--- config.mk ---
export PLATFORM = sky130hd
export DESIGN_NAME = rb_pingpong_capture
export DESIGN_NICKNAME = d
export VERILOG_FILES = /design/src/rtl/rbk_pkg.sv /design/src/rtl/rbk_bitclk.sv /design/src/rtl/rbk_ctrl.sv /design/src/rtl/rbk_bank.sv /design/src/rtl/rb_pingpong_capture.sv
export SDC_FILE = /design/constraint.sdc
export NUM_CORES = 1
export LEC_CHECK = 0
export ABC_CLOCK_PERIOD_IN_PS = 4400
export BUFFER_PORTS_ARGS = -buffer_cell sky130_fd_sc_hd__buf_2
export CAP_MARGIN = 20
export CORE_ASPECT_RATIO = 0.75
export CORE_MARGIN = 3
export CORE_UTILIZATION = 25
export CTS_BUF_LIST = sky130_fd_sc_hd__clkbuf_8
export DETAILED_ROUTE_END_ITERATION = 7
export SYNTH_ARGS = -nofsm -noshare
export SYNTH_HDL_FRONTEND = slang
export SYNTH_SLANG_ARGS = --single-unit
--- constraint.sdc ---
create_clock -name clk -period 4.4 [get_ports clk]
set_clock_uncertainty 0.15 [all_clocks]
set_input_delay 0.44 -clock clk [delete_from_list [all_inputs] [get_ports clk]]
set_output_delay 0.44 -clock clk [all_outputs]
set_load 0.005 [all_outputs]
--- src/rtl/rbk_pkg.sv ---
package rbk_pkg;
   localparam int unsigned NBUF = 2;

   function automatic logic in_window(input int unsigned v,
                                      input int unsigned lo,
                                      input int unsigned hi);
      return (v >= lo) && (v <= hi);
   endfunction
endpackage

--- src/rtl/rbk_bitclk.sv ---
module rbk_bitclk #(
   parameter int DIV_W = 8
) (
   input  logic             clk,
   input  logic             rst_n,
   input  logic             run,
   input  logic [DIV_W-1:0] half,
   output logic             rb_clk,
   output logic             sample
);
   logic [DIV_W-1:0] cnt_q;
   logic             wrap;

   assign wrap   = (cnt_q == half - DIV_W'(1));
   assign sample = run && wrap && rb_clk;

   always_ff @(posedge clk or negedge rst_n) begin
      if (!rst_n) begin
         cnt_q  <= '0;
         rb_clk <= 1'b0;
      end else if (!run) begin
         cnt_q  <= '0;
         rb_clk <= 1'b0;
      end else if (wrap) begin
         cnt_q  <= '0;
         rb_clk <= ~rb_clk;
      end else begin
         cnt_q  <= cnt_q + DIV_W'(1);
      end
   end

   AST_IDLE_LOW: assert property (@(posedge clk) disable iff (!rst_n)
      !run |=> !rb_clk);
endmodule

--- src/rtl/rbk_ctrl.sv ---
module rbk_ctrl
   import rbk_pkg::*;
#(
   parameter int DIV_W    = 8,
   parameter int CNT_W    = 32,
   parameter int BUF_W    = 128,
   parameter int HALF_MIN = 25,
   parameter int HALF_MAX = 50,
   localparam int IDX_W   = $clog2(BUF_W)
) (
   input  logic             clk,
   input  logic             rst_n,
   input  logic             start,
   input  logic [DIV_W-1:0] div_half,
   input  logic [CNT_W-1:0] frame_bits,
   input  logic             sample,
   input  logic [NBUF-1:0]  ack,
   output logic             busy,
   output logic [DIV_W-1:0] half_q,
   output logic             wr_en,
   output logic             wr_sel,
   output logic [IDX_W-1:0] wr_idx,
   output logic             done,
   output logic             cfg_err,
   output logic [NBUF-1:0]  full,
   output logic             overrun
);
   logic [CNT_W-1:0] total_q, got_q;
   logic [IDX_W-1:0] idx_q;
   logic             sel_q;
   logic             cfg_ok, accept, refuse;
   logic             end_of_buf, end_of_frame, close_buf;

   assign cfg_ok       = in_window(int'(div_half), HALF_MIN, HALF_MAX) && (frame_bits != '0);
   assign accept       = start && !busy && cfg_ok;
   assign refuse       = start && !busy && !cfg_ok;
   assign end_of_buf   = (idx_q == IDX_W'(BUF_W - 1));
   assign end_of_frame = ((got_q + CNT_W'(1)) == total_q);
   assign close_buf    = sample && (end_of_buf || end_of_frame);

   assign wr_en  = sample;
   assign wr_sel = sel_q;
   assign wr_idx = idx_q;

   always_ff @(posedge clk or negedge rst_n) begin
      if (!rst_n) begin
         busy    <= 1'b0;
         half_q  <= DIV_W'(HALF_MAX);
         total_q <= '0;
         got_q   <= '0;
         idx_q   <= '0;
         sel_q   <= 1'b0;
         done    <= 1'b0;
         cfg_err <= 1'b0;
         full    <= '0;
         overrun <= 1'b0;
      end else begin
         done <= 1'b0;
         if (accept) begin
            busy    <= 1'b1;
            half_q  <= div_half;
            total_q <= frame_bits;
            got_q   <= '0;
            idx_q   <= '0;
            sel_q   <= 1'b0;
            full    <= '0;
            overrun <= 1'b0;
            cfg_err <= 1'b0;
         end else begin
            if (refuse) cfg_err <= 1'b1;
            for (int b = 0; b < NBUF; b++) begin
               if (ack[b]) full[b] <= 1'b0;
            end
            if (sample) begin
               got_q <= got_q + CNT_W'(1);
               idx_q <= close_buf ? '0 : idx_q + IDX_W'(1);
               if (close_buf) begin
                  full[sel_q] <= 1'b1;
                  if (full[sel_q] && !ack[sel_q]) overrun <= 1'b1;
                  sel_q <= ~sel_q;
               end
               if (end_of_frame) begin
                  busy <= 1'b0;
                  done <= 1'b1;
               end
            end
         end
      end
   end

   AST_RUN_LEGAL: assert property (@(posedge clk) disable iff (!rst_n)
      busy |-> (int'(half_q) >= HALF_MIN && int'(half_q) <= HALF_MAX));
   AST_DONE_PULSE: assert property (@(posedge clk) disable iff (!rst_n)
      done |=> !done);
   AST_OVR_STICKY: assert property (@(posedge clk) disable iff (!rst_n)
      (overrun && !start) |=> overrun);

   for (genvar b = 0; b < NBUF; b++) begin : g_chk
      AST_FULL_ON_SAMPLE: assert property (@(posedge clk) disable iff (!rst_n)
         $rose(full[b]) |-> $past(sample));
   end
endmodule

--- src/rtl/rbk_bank.sv ---
module rbk_bank
   import rbk_pkg::*;
#(
   parameter int BUF_W    = 128,
   parameter int WORD_W   = 16,
   parameter int RD_REG   = 0,
   localparam int IDX_W   = $clog2(BUF_W),
   localparam int WORDS   = BUF_W / WORD_W,
   localparam int ADDR_W  = $clog2(WORDS)
) (
   input  logic              clk,
   input  logic              rst_n,
   input  logic              wr_en,
   input  logic              wr_sel,
   input  logic [IDX_W-1:0]  wr_idx,
   input  logic              wr_bit,
   input  logic              rd_sel,
   input  logic [ADDR_W-1:0] rd_addr,
   output logic [WORD_W-1:0] rd_data
);
   logic [BUF_W-1:0]  bufs [NBUF];
   logic [WORD_W-1:0] word_c;

   for (genvar b = 0; b < NBUF; b++) begin : g_buf
      logic [BUF_W-1:0] q;
      always_ff @(posedge clk or negedge rst_n) begin
         if (!rst_n) begin
            q <= '0;
         end else if (wr_en && (wr_sel == 1'(b))) begin
            if (wr_idx == '0) begin
               q    <= '0;
               q[0] <= wr_bit;
            end else begin
               q[wr_idx] <= wr_bit;
            end
         end
      end
      assign bufs[b] = q;
   end

   assign word_c = bufs[rd_sel][int'(rd_addr) * WORD_W +: WORD_W];

   if (RD_REG == 0) begin : g_rd_comb
      assign rd_data = word_c;
   end else begin : g_rd_reg
      always_ff @(posedge clk or negedge rst_n) begin
         if (!rst_n) rd_data <= '0;
         else        rd_data <= word_c;
      end
   end
endmodule

--- src/rtl/rb_pingpong_capture.sv ---
module rb_pingpong_capture
   import rbk_pkg::*;
#(
   parameter int SYS_HZ   = 100_000_000,
   parameter int RATE_MIN = 1_000_000,
   parameter int RATE_MAX = 2_000_000,
   parameter int DIV_W    = 8,
   parameter int CNT_W    = 32,
   parameter int BUF_W    = 128,
   parameter int WORD_W   = 16,
   parameter int RD_REG   = 0,
   localparam int WORDS    = BUF_W / WORD_W,
   localparam int ADDR_W   = $clog2(WORDS),
   localparam int IDX_W    = $clog2(BUF_W),
   localparam int HALF_MIN = (SYS_HZ + 2 * RATE_MAX - 1) / (2 * RATE_MAX),
   localparam int HALF_MAX = SYS_HZ / (2 * RATE_MIN)
) (
   input  logic              clk,
   input  logic              rst_n,
   input  logic              start,
   input  logic [DIV_W-1:0]  div_half,
   input  logic [CNT_W-1:0]  frame_bits,
   input  logic              rb_data,
   output logic              rb_clk,
   output logic              busy,
   output logic              done,
   output logic              cfg_err,
   output logic [NBUF-1:0]   full,
   output logic              overrun,
   input  logic [NBUF-1:0]   ack,
   input  logic              rd_sel,
   input  logic [ADDR_W-1:0] rd_addr,
   output logic [WORD_W-1:0] rd_data
);
   if (BUF_W % WORD_W != 0) begin : g_bad_word
      $error("BUF_W must be a multiple of WORD_W");
   end
   if ((1 << ADDR_W) != WORDS) begin : g_bad_words
      $error("BUF_W / WORD_W must be a power of two");
   end
   if (HALF_MIN < 1 || HALF_MIN > HALF_MAX) begin : g_bad_window
      $error("bit rate window is empty at this system clock");
   end
   if (HALF_MAX >= (1 << DIV_W)) begin : g_bad_div
      $error("DIV_W too narrow for the slowest legal bit rate");
   end

   logic             sample;
   logic [DIV_W-1:0] half_q;
   logic             wr_en, wr_sel;
   logic [IDX_W-1:0] wr_idx;

   rbk_ctrl #(
      .DIV_W(DIV_W), .CNT_W(CNT_W), .BUF_W(BUF_W),
      .HALF_MIN(HALF_MIN), .HALF_MAX(HALF_MAX)
   ) u_ctrl (
      .clk(clk), .rst_n(rst_n), .start(start), .div_half(div_half),
      .frame_bits(frame_bits), .sample(sample), .ack(ack), .busy(busy),
      .half_q(half_q), .wr_en(wr_en), .wr_sel(wr_sel), .wr_idx(wr_idx),
      .done(done), .cfg_err(cfg_err), .full(full), .overrun(overrun)
   );

   rbk_bitclk #(.DIV_W(DIV_W)) u_bitclk (
      .clk(clk), .rst_n(rst_n), .run(busy), .half(half_q),
      .rb_clk(rb_clk), .sample(sample)
   );

   rbk_bank #(.BUF_W(BUF_W), .WORD_W(WORD_W), .RD_REG(RD_REG)) u_bank (
      .clk(clk), .rst_n(rst_n), .wr_en(wr_en), .wr_sel(wr_sel),
      .wr_idx(wr_idx), .wr_bit(rb_data), .rd_sel(rd_sel),
      .rd_addr(rd_addr), .rd_data(rd_data)
   );
endmodule

; ---- Word level (Yosys, flattened, before mapping)
; Cells that the tools add are included.
[word_totals]
latchBits = 0
mem_count = 0
mem_bits_rw = 0
register_bits = 351
romBits = 0
[op_classes]
n_reduce_logical = 27
shift = 1
n_div = 0
mux = 46
eq_ne = 4
mul = 0
n_addsub = 4
n_lt_le_gt_ge = 7
bitwise = 4
[ops]
columns = op, n
row1 = $mux 128, 5
row2 = $bwmux 128, 2
row3 = $shiftx 128x8->16, 1
row4 = $mux 32, 2
row5 = $add 32x1->32 const B, 1
row6 = $eq 32x32->1, 1
row7 = $reduce_bool 32->1, 1
row8 = $mux 1, 27
row9 = $mux 7, 3
row10 = $mux 8, 2
row11 = $logic_and 1x1->1, 13
row12 = $reduce_bool 2->1, 5
row13 = $add 8x1->8 const B, 1
row14 = $eq 8x8->1, 1
row15 = $ge 8x5->1 const B, 1
row16 = $le 8x6->1 const B, 1
row17 = $lt 7x8->1 const B, 1
row18 = $sub 8x1->8 const B, 1
row19 = $add 7x1->7 const B, 1
row20 = $demux 1 s7, 1
row21 = $eq 7x7->1 const B, 1
row22 = $ge 7x1->1 const B, 1
row23 = $logic_not 7->1, 1
row24 = $mux 2, 3
row25 = 12 further kinds, 16

; ---- Logic depth before layout (Yosys ltp)
; Gate-level depths: netlist of the first run.
[depth]
depth_word = 9
ltp_mapped = 12
depth_no_buf = 10

; ---- Hierarchy
; From an unflattened synthesis of the first run, not the netlist that was laid out.
[unflattened]
cells_unflattened = 1974
area_unflattened_um2 = 18705.4
[by_module_without_submodules]
columns = mod, cells_each, n_inst, seq_area_each_um2, area_each_um2
row1 = rbk_bank, 1349, 1, 6406.1, 13221.4
row2 = rbk_ctrl, 550, 1, 2155.8, 4767.1
row3 = rbk_bitclk, 75, 1, 225.2, 716.9

; ---- Worst setup path before layout of the first run
; No wires, ideal clock.
[synth_path]
kind = reg-to-reg
from = reg u_ctrl.half_q[0]
to = reg u_bank.g_buf[1].q[51]
n_path_buf = 2
arrival_time_ns = 3.031
period_less_slack_ns = 3.258
required_ns = 4.173
stages_incl_launch_ff = 11
path_slack_ns = 1.142
setup_time_ns = 0.077
path_cell_list = dfrtp_1 > or4_4 > or4_4 > a2111oi_4 > o2111ai_2 > nor2_2 > and3_1 > buf_6 > nand2_2 > buf_4 > o21ai_1
[synth_via]
elab_chain_cells = 5
[synth_lines]
columns = item, line
row1 = "start, declared", rbk_ctrl.sv:19  ; output logic [DIV_W-1:0] half_q,
row2 = "start signal, assigned", rbk_ctrl.sv:48  ; half_q <= DIV_W'(HALF_MAX);
row3 = "start signal, assigned", rbk_ctrl.sv:61  ; half_q <= div_half;
row4 = $sub 8x1->8, rbk_bitclk.sv:14  ; assign wrap = (cnt_q == half - DIV_W'(1));
row5 = $eq 8x8->1, rbk_bitclk.sv:14
row6 = $logic_and 1x1->1 (2 in series), rbk_bitclk.sv:15  ; assign sample = run && wrap && rb_clk;
row7 = $logic_and 1x1->1, rbk_bank.sv:29  ; end else if (wr_en && (wr_sel == 1'(b))) begin
row8 = "end signal, assigned by index", rbk_bank.sv:34  ; q[wr_idx] <= wr_bit;
row9 = "end, declared", rbk_bank.sv:25  ; logic [BUF_W-1:0] q;
; No other way between the ends.
; A chain may end at the register's enable or synchronous reset.

; ---- Worst setup path after layout of the first run
[layout_path]
from = reg u_ctrl.half_q[0]
to = reg u_bank.g_buf[1].q[103]
; The elaborated chain is that of the path after synthesis.

==> results.cfg, run 1 <==
[outcome]
status = completed

[worst_setup_path]
crit_arrival_ps = 4350
worstPathMaxFanout = 11
reg2regPathDepth = 8
end_kind = register
worstPathRequired_ps = 4800
crit_type = register to register
critPathLaunchType = register

[global_route]
antenna_found_initial = 2
grt_max_degree = 121
grt_pass1_wl_mm = 96.51
first_global_vias = 16330
grt.total_usage_pct = 15.88
overflow = 0

[sta]
setup_viol = 0
rsz0062_at_grt = no
fin_tns_setup_ps = 0
drv_slew = 0
hold_violations = 0
max_slew_margin_pct = 18.59
tightest_slew_ps = 1214
finalCritPeriodShare_pct = 89.66
fmax_mhz = 253.5
period_needed_ps = 3945

[layout]
final_area_sq_um = 21510
area_growth_pct = 17.81
drive_gt1_share_pct = 17.16
fillers = 7342
fin_nets = 2025

[clocking]
clk_latency_ps = 690
ctsResizeCount = 0
clkTransAtPathRegs_ps = 60
clock-sinks = 351
cts_buffers = 61
h-tree-depth = 2
clockRootBuffer = clkbuf_8
clockBufferDepth = 3
cts_tree = yes

[synthesis]
synth.cell_area_sq_um = 18260
synth_common_cells = dfrtp_1 (348), o21ai_0 (323), o21ai_1 (239)
synth_fp_nets = 1955
netlist-cell-type-count = 68
ys_ff_latch = 351
synthArstFlopShare_pct = 100.0
synth-main-ff-cell = dfrtp_1
syn_avg_cell_area_sq_um = 9.609
synthCells = 1900
synth.top_cells.by_area = dfrtp_1 (48%), mux4_2 (9.9%), o21ai_0 (8.9%)
synth_most_common_cell = dfrtp_1
synth_area_leader_cell = dfrtp_1
yosysWarnings = 0
synth-edff-count = 0
yosysSeqAreaShare_pct = 48.13
yosysTopAreaCellShare_pct = 47.70

[die]
start_util_pct = 25.36
placementRows = 85
die_h_um = 240.0
coreArea_sq_um = 72000
die_x_um = 318.0
die_area_sq_um = 76340
io_pins = 73

[placement]
dp_hpwl_mm = 39.46
gp_congestion = 0.8962
io_buffers = 72
placed_area_sq_um = 19690

[flow_run]
maxCapViolCount = 0

[routing]
drtIter0Drc = 1692
wl_met3_mm = 5.580
routed_via_density = 5.458
wl_met2_mm = 27.56
ant_nets = 0
met1_length_mm = 26.30
vias = 16260
highest_layer = met5
routed_wl_mm = 61.80
wl_per_cell_um = 20.74
firstDrtPassIters = 5
drcViolationCount = 0

[power]
powerDensity_nw_per_um2 = 446.7
p_leak_uw = 0.007359
vdd_drop_max_uv = 250.7

[min_path]
hold_path.class = input port to asynchronous set/reset pin
## cell usage in the layout, fill, tap and decap left out, types with 45 or more instances in the layout
cell type,count
buf_2,70
nor2_1,63
clkbuf_8,81
o21ai_0,323
a21oi_1,144
mux4_2,80
dlygate4sd3_1,45
dfrtp_1,348
nand2_1,186
o21ai_1,238
## repair_timing
item / CTS / global route
buffers inserted: 0 / 0
hold endpoints to repair: 88 / 0
hold buffers: 45 / 0
## power breakdown
part           internal [uW]  total [uW]  switching (uW)
clock network           1790        3280            1490
registers               3700        4230             529
logic                    894        2100            1200
## stage by stage
step                hold WS (ps)  setup WS, ps  cells  power [uW]  utilization, %
floorplan                 -5.591          1142   1900        5615               -
global placement           228.6         602.5   2814        6233           27.28
detailed placement         229.1         542.6   2818        6313           27.35
CTS                        66.81         464.1   2978        9642           29.85
global route               109.9         89.24   2980       10100           29.87
finish                     86.08         454.9   2980        9607           29.87
## metal layers
layer,vias to the layer above,global-route usage [%]
met4,2,6.700
met3,144,3.770
li1,7161,-
met1,8199,21.65
met2,758,24.27
met5,-,0
## cell families (layout without fill, tap and decap cells)
| group | Yosys count | after routing | share of synthesized area [%] |
|---|---|---|---|
| AO/OA/AOI/OAI | 781 | 781 | 22.84 |
| buffers and inverters | 169 | 291 | 3.722 |
| multiplexers | 86 | 86 | 10.21 |
| adder cells (fa/ha/maj) | 5 | 5 | 0.3427 |
| AND/OR/NAND/NOR | 454 | 454 | 12.09 |
| XOR/XNOR | 54 | 54 | 2.666 |
| other | 0 | 1 | 0 |
| flip-flops | 351 | 351 | 48.13 |
## worst paths after layout
kind	from	to	slack, ps
hold reg to reg	u_ctrl.total_q[15]	u_ctrl.total_q[15]	350
hold / removal	rst_n	u_ctrl.half_q[3]	90
setup reg to reg	u_ctrl.half_q[0]	u_bank.g_buf[1].q[103]	450
max in group asynchronous	rst_n	u_bank.g_buf[1].q[110]	2900
min in group clk	div_half[7]	u_ctrl.half_q[5]	130
setup / recovery	u_ctrl.half_q[0]	u_bank.g_buf[1].q[103]	450
## worst max-delay path: stages (launching register included)
cell and delay, ps:
dfrtp_1 430, or4_4 560, or4_4 510, a2111oi_4 470, o2111ai_4 230, nor2_2 190, and3_1 600, nand2_1 420
o21ai_1 240
## flip-flops by register name (all words and copies together), names as in the netlist
name             count
u_ctrl.full          2
u_ctrl.cfg_err       1
u_ctrl.total_q      32
u_ctrl.half_q        8
u_ctrl.got_q        32
u_ctrl.wr_idx        7
u_ctrl.done          1
u_bitclk.rb_clk      1
u_bank.g_buf.q     256
u_bitclk.cnt_q       8
u_ctrl.busy          1
u_ctrl.wr_sel        1
u_ctrl.overrun       1
## cell type report
| class | count | area, sq um | share of cell area [%] |
|---|---|---|---|
| antenna | 1 | 2.502 | 0.01163 |
| clock inverter | 34 | 239.0 | 1.111 |
| clock buffer | 81 | 1115 | 5.183 |
| multi-input combinational | 1380 | 8855 | 41.17 |
| inverter | 16 | 60.06 | 0.2792 |
| tap | 957 | 1197 | 5.567 |
| timing repair buffer | 160 | 1252 | 5.823 |
| sequential | 351 | 8787 | 40.86 |
No activity file was read; power rests on OpenSTA's default activity.
==> run 2: changes to the inputs <==
--- a/config.mk
+++ b/config.mk
@@ -6,7 +6,7 @@
 export NUM_CORES = 1
 export LEC_CHECK = 0
 export ABC_CLOCK_PERIOD_IN_PS = 4400
-export BUFFER_PORTS_ARGS = -buffer_cell sky130_fd_sc_hd__buf_2
+export BUFFER_PORTS_ARGS = -buffer_cell sky130_fd_sc_hd__buf_4
 export CAP_MARGIN = 20
 export CORE_ASPECT_RATIO = 0.75
 export CORE_MARGIN = 3
==> results.cfg, run 2 (synthesis results as in run 1) <==
[layout]
final_common_cell = dfrtp_1
top_regs = u_bank.g_buf.q x256, u_ctrl.got_q x32, u_ctrl.total_q x32
fillers = 7364
multiInputGateArea_sq_um = 8855
seq_area_sq_um = 8787
regMostFlops = u_bank.g_buf.q
fin_nets = 2020
finalNonFillerCells = 2967
area_growth_pct = 18.11
layout_common_cells = dfrtp_1 (348), o21ai_0 (323), o21ai_1 (238)
drive_gt1_share_pct = 16.18
utilization_pct = 29.95
largest_register_ffs = 256

[sta]
finalCritPeriodShare_pct = 89.06
rsz0062_at_grt = no
hold_slack_ps = 142.9
fin_tns_setup_ps = 0
max_slew_margin_pct = 28.32
hold_violations = 0
fmax_mhz = 255.2
setup_viol = 0
tightest_slew_ps = 1071
drv_slew = 0
period_needed_ps = 3918

[die]
die_x_um = 318.0
start_util_pct = 25.36
die_h_um = 240.0
io_pins = 73
coreArea_sq_um = 72000
placementRows = 85
die_area_sq_um = 76340

[routing]
firstDrtPassIters = 5
drcViolationCount = 0
routed_via_density = 5.442
wl_per_cell_um = 20.57
drtIter0Drc = 1780
vias = 16150
ant_nets = 0
routed_wl_mm = 61.02

[worst_setup_path]
crit_arrival_ps = 4350
cp_common_cell = nor4_1
reg2reg_slack_ps = 480
critPathSlowestCell = nor4_1
critPathLaunchType = register
crit_type = register to register
cp_cell_sequence = nand3_1 -> or3_1 -> nor4_1 -> xnor3_1 -> nor4_1 -> nand4_1 -> a21oi_1 -> mux2i_1
worstPathRequired_ps = 4840
worstPathMaxFanout = 13
slowest_delay_ps = 700
end_kind = register

[placement]
dp_hpwl_mm = 39.06
gp_congestion = 0.8369
dp_cells = 2814
io_buffers = 72

[clocking]
clockRootBuffer = clkbuf_8
clock-sinks = 351
cts_tree = yes
h-tree-depth = 2
ctsResizeCount = 0
clockBufferDepth = 3
clkTransAtPathRegs_ps = 60
cts_buffers = 59
clk_latency_ps = 670

[global_route]
grt.total_usage_pct = 15.65
overflow = 0
antenna_found_initial = 1
grt_max_degree = 101
grt_pass1_wl_mm = 95.26
first_global_vias = 16150

[power]
p_leak_uw = 0.007384
intPower_uw = 6310
powerDensity_nw_per_um2 = 438.6
p_seq_share_pct = 44.7
swShare_pct = 33.28
p_sw_uw = 3148
vdd_drop_max_uv = 215.3
clock_power_share_pct = 33.1
p_comb_share_pct = 22.3

[flow_run]
maxCapViolCount = 0

[outcome]
status = completed

[min_path]
hold_path.class = input port to register
## run 2: through the flow
step	total power [uW]	worst slack (ps)	area, sq um
after CTS	9502	507.3	21540
after floorplan	5615	1142	18260
after global routing	9952	271.0	21560
final	9457	481.5	21560
after global placement	6231	548.8	19800
after detailed placement	6327	530.5	19830
## run 2: area by class of cell
type / count / share of cell area [%]
Clock buffer: 77 / 4.915
Sequential cell: 351 / 40.75
Inverter: 16 / 0.2785
Clock inverter: 28 / 0.9284
Tap cell: 957 / 5.553
Timing Repair Buffer: 157 / 6.499
Multi-Input combinational cell: 1380 / 41.06
Antenna cell: 1 / 0.01160
## run 2: power by group through the flow
stage	Sequential [uW]	Combinational, uW	Clock (uW)
final	4230	2100	3130
after global routing	4290	2330	3330
after CTS	4210	2100	3190
after detailed placement	4270	2060	0
after global placement	4230	2000	0
after floorplan	3990	1620	0
## run 2: per-layer routing
layer / wire length [um] / part of all wire (%) / global-route usage [%]
met5: 0 / 0 / 0
met4: 2220 / 3.6 / 6.881
met3: 5025 / 8.2 / 3.038
met2: 27650 / 45 / 24.31
met1: 26130 / 43 / 21.34
## run 2: worst paths after layout
kind | start | end | depth (start not counted)
worst max register to register | u_ctrl.got_q[4] | u_ctrl.wr_sel | 8
max in group asynchronous | rst_n | u_bank.g_buf[1].q[64] | 3
worst max-delay path | u_ctrl.got_q[4] | u_ctrl.wr_sel | 8
min in group asynchronous | rst_n | u_ctrl.half_q[3] | 2
worst min-delay path | div_half[6] | u_ctrl.half_q[5] | 5
worst min register to register | u_ctrl.total_q[7] | u_ctrl.total_q[7] | 2
## run 2: worst max-delay path, delay by kind of cell, from the launching register on
kind,cells,cell delay (ps)
AND/OR/NAND/NOR,5,2210
flip-flops,1,550
AO/OA/AOI/OAI,1,350
multiplexers,1,230
XOR/XNOR,1,330
## run 2: what timing repair did
| item | CTS | global route |
|---|---|---|
| hold endpoints to repair | 125 | 0 |
| buffers inserted | 0 | 0 |
| hold buffers | 45 | 0 |
==> run 3: changes to the inputs <==
--- a/config.mk
+++ b/config.mk
@@ -10,9 +10,10 @@
 export CAP_MARGIN = 20
 export CORE_ASPECT_RATIO = 0.75
 export CORE_MARGIN = 3
-export CORE_UTILIZATION = 25
+export CORE_UTILIZATION = 60
 export CTS_BUF_LIST = sky130_fd_sc_hd__clkbuf_8
 export DETAILED_ROUTE_END_ITERATION = 7
+export PLACE_DENSITY = 0.78
 export SYNTH_ARGS = -nofsm -noshare
 export SYNTH_HDL_FRONTEND = slang
 export SYNTH_SLANG_ARGS = --single-unit
==> results.cfg, run 3 (synthesis results as in run 1) <==
[sta]
fmax_mhz = 253.7
fin_tns_setup_ps = 0
drv_slew = 0
setup_viol = 0
hold_violations = 0
max_slew_margin_pct = 17.51
rsz0062_at_grt = no
period_needed_ps = 3941
hold_slack_ps = 110.7
finalCritPeriodShare_pct = 89.57
tightest_slew_ps = 1233

[clocking]
cts_tree = yes
h-tree-depth = 2
clockBufferDepth = 3
clockRootBuffer = clkbuf_8
clkTransAtPathRegs_ps = 60
cts_buffers = 54
clock-sinks = 351
clk_latency_ps = 630

[power]
vdd_drop_max_uv = 307.9
swShare_pct = 33.79
intPower_uw = 6117
powerDensity_nw_per_um2 = 448.7
p_seq_share_pct = 45.6
p_sw_uw = 3122
clock_power_share_pct = 30.9
p_leak_uw = 0.007242
finalPower_uw = 9240
p_comb_share_pct = 23.6

[layout]
top_regs = u_bank.g_buf.q x256, u_ctrl.got_q x32, u_ctrl.total_q x32
multiInputGateArea_sq_um = 8859
diodes = 0
final_common_cell = dfrtp_1
drive_gt1_share_pct = 15.91
layout_common_cells = dfrtp_1 (348), o21ai_0 (323), o21ai_1 (238)
fillers = 2213
largest_register_ffs = 256
final_area_sq_um = 20590
area_growth_pct = 12.80
seq_area_sq_um = 8787
fin_nets = 2005
regMostFlops = u_bank.g_buf.q

[min_path]
hold_path_end = u_ctrl.full[0]
hp-start = ack[0]
holdPathStages = 3
hold_path.class = input port to register

[worst_setup_path]
crit_type = register to register
critPathLaunchType = register
reg2reg_slack_ps = 460
worstPathRequired_ps = 4770
slowest_delay_ps = 600
critPathSlowestCell = a2111oi_1
crit_arrival_ps = 4310
cp_cell_sequence = ha_1 -> nand3_2 -> or3_1 -> a2111oi_1 -> o2111ai_1 -> nor4_1 -> nand4_1 -> a21oi_1 -> mux2i_1
worstPathMaxFanout = 15
reg2regPathDepth = 9
end_kind = register
cp.buffers_inverters = 0
critical-path-top-delay-family = simple AND/OR/NAND/NOR gates
r2r_start = u_ctrl.got_q[0]
cp.depth = 9
reg2reg_to = u_ctrl.wr_sel

[routing]
routed_via_density = 6.977
wl_met3_mm = 7.080
drtIter0Drc = 2148
routed_wl_mm = 57.26
highest_layer = met4
drcViolationCount = 0
vias = 16640
wl_per_cell_um = 24.01
ant_nets = 0
firstDrtPassIters = 6
wl_met2_mm = 24.45
met1_length_mm = 23.95

[die]
placementRows = 54
io_pins = 73
die_h_um = 157.1
die_x_um = 207.4
start_util_pct = 61.83
die_area_sq_um = 32580
coreArea_sq_um = 29530

[global_route]
first_global_vias = 16190
antenna_found_initial = 0
grt_pass1_wl_mm = 91.31
grt.total_usage_pct = 35.36
grt_max_degree = 126
overflow = 0

[placement]
placed_area_sq_um = 19060
dp_hpwl_mm = 36.22
gp_congestion = 0.9753
io_buffers = 72

[outcome]
status = completed

[flow_run]
maxCapViolCount = 0
run 3: changes by cell type in the layout (fill, tap and decap cells not counted), moves of 3 or more:
cell	previous run	this run
clkinv_2	1	9
nor3_2	8	5
inv_1	36	32
dlygate4sd3_1	45	41
clkbuf_8	77	67
buf_6	4	0
run 3: layout make-up:
type | instances | share of cell area, %
multi-input cells | 1380 | 43.02
flip-flops and latches | 351 | 42.67
well taps | 392 | 2.382
clock inverters | 32 | 0.9600
clock buffers | 67 | 4.478
repair buffers | 147 | 6.198
inverters | 16 | 0.2917
run 3: worst register-to-register path, stage by stage, from the launching register on:
cell and delay [ps]:
dfrtp_1 470, ha_1 300, nand3_2 320, or3_1 490, a2111oi_1 600, o2111ai_1 250, nor4_1 310, nand4_1 330
a21oi_1 410, mux2i_1 230
run 3: how the worst max path moves through the flow:
stage / start / to / slack (ps)
after floorplan: u_ctrl.half_q[0] / u_bank.g_buf[1].q[51] / 1140
after detailed placement: u_ctrl.got_q[0] / u_ctrl.wr_sel / 190
after global routing: u_ctrl.got_q[4] / u_ctrl.wr_sel / 170
after CTS: u_ctrl.got_q[0] / u_ctrl.wr_sel / 190
final: u_ctrl.got_q[0] / u_ctrl.wr_sel / 460
after global placement: u_ctrl.got_q[0] / u_ctrl.wr_sel / 210
run 3: timing repair:
item / 4_1_cts / 5_1_grt
resized for setup: 0 / 2
buffers inserted: 0 / 0
hold buffers: 41 / 0
endpoints found under the hold margin: 161 / 0
endpoints found under the setup margin: 0 / 4
run 3: routing by layer:
| layer | up-vias | track usage, % |
|---|---|---|
| li1 | 7106 | - |
| met1 | 8252 | 53.09 |
| met2 | 1109 | 50.47 |
| met3 | 172 | 9.026 |
| met4 | 0 | 12.63 |
| met5 | - | 0 |
run 3: per-stage QoR:
| step | setup slack, ps | util (%) | cells |
|---|---|---|---|
| CTS | 187.0 | 69.72 | 2385 |
| global placement | 208.7 | 64.54 | 2245 |
| detailed placement | 189.4 | 64.54 | 2245 |
| finish | 458.9 | 69.74 | 2385 |
| global route | 165.3 | 69.74 | 2385 |
| floorplan | 1142 | - | 1900 |
run 3: power by group through the flow:
stage / clock network [uW] / logic [uW] / registers (uW)
finish: 2850 / 2180 / 4210
global route: 3010 / 2380 / 4280
CTS: 2860 / 2130 / 4190
detailed placement: 0 / 2090 / 4240
global placement: 0 / 2030 / 4210
floorplan: 0 / 1620 / 3990
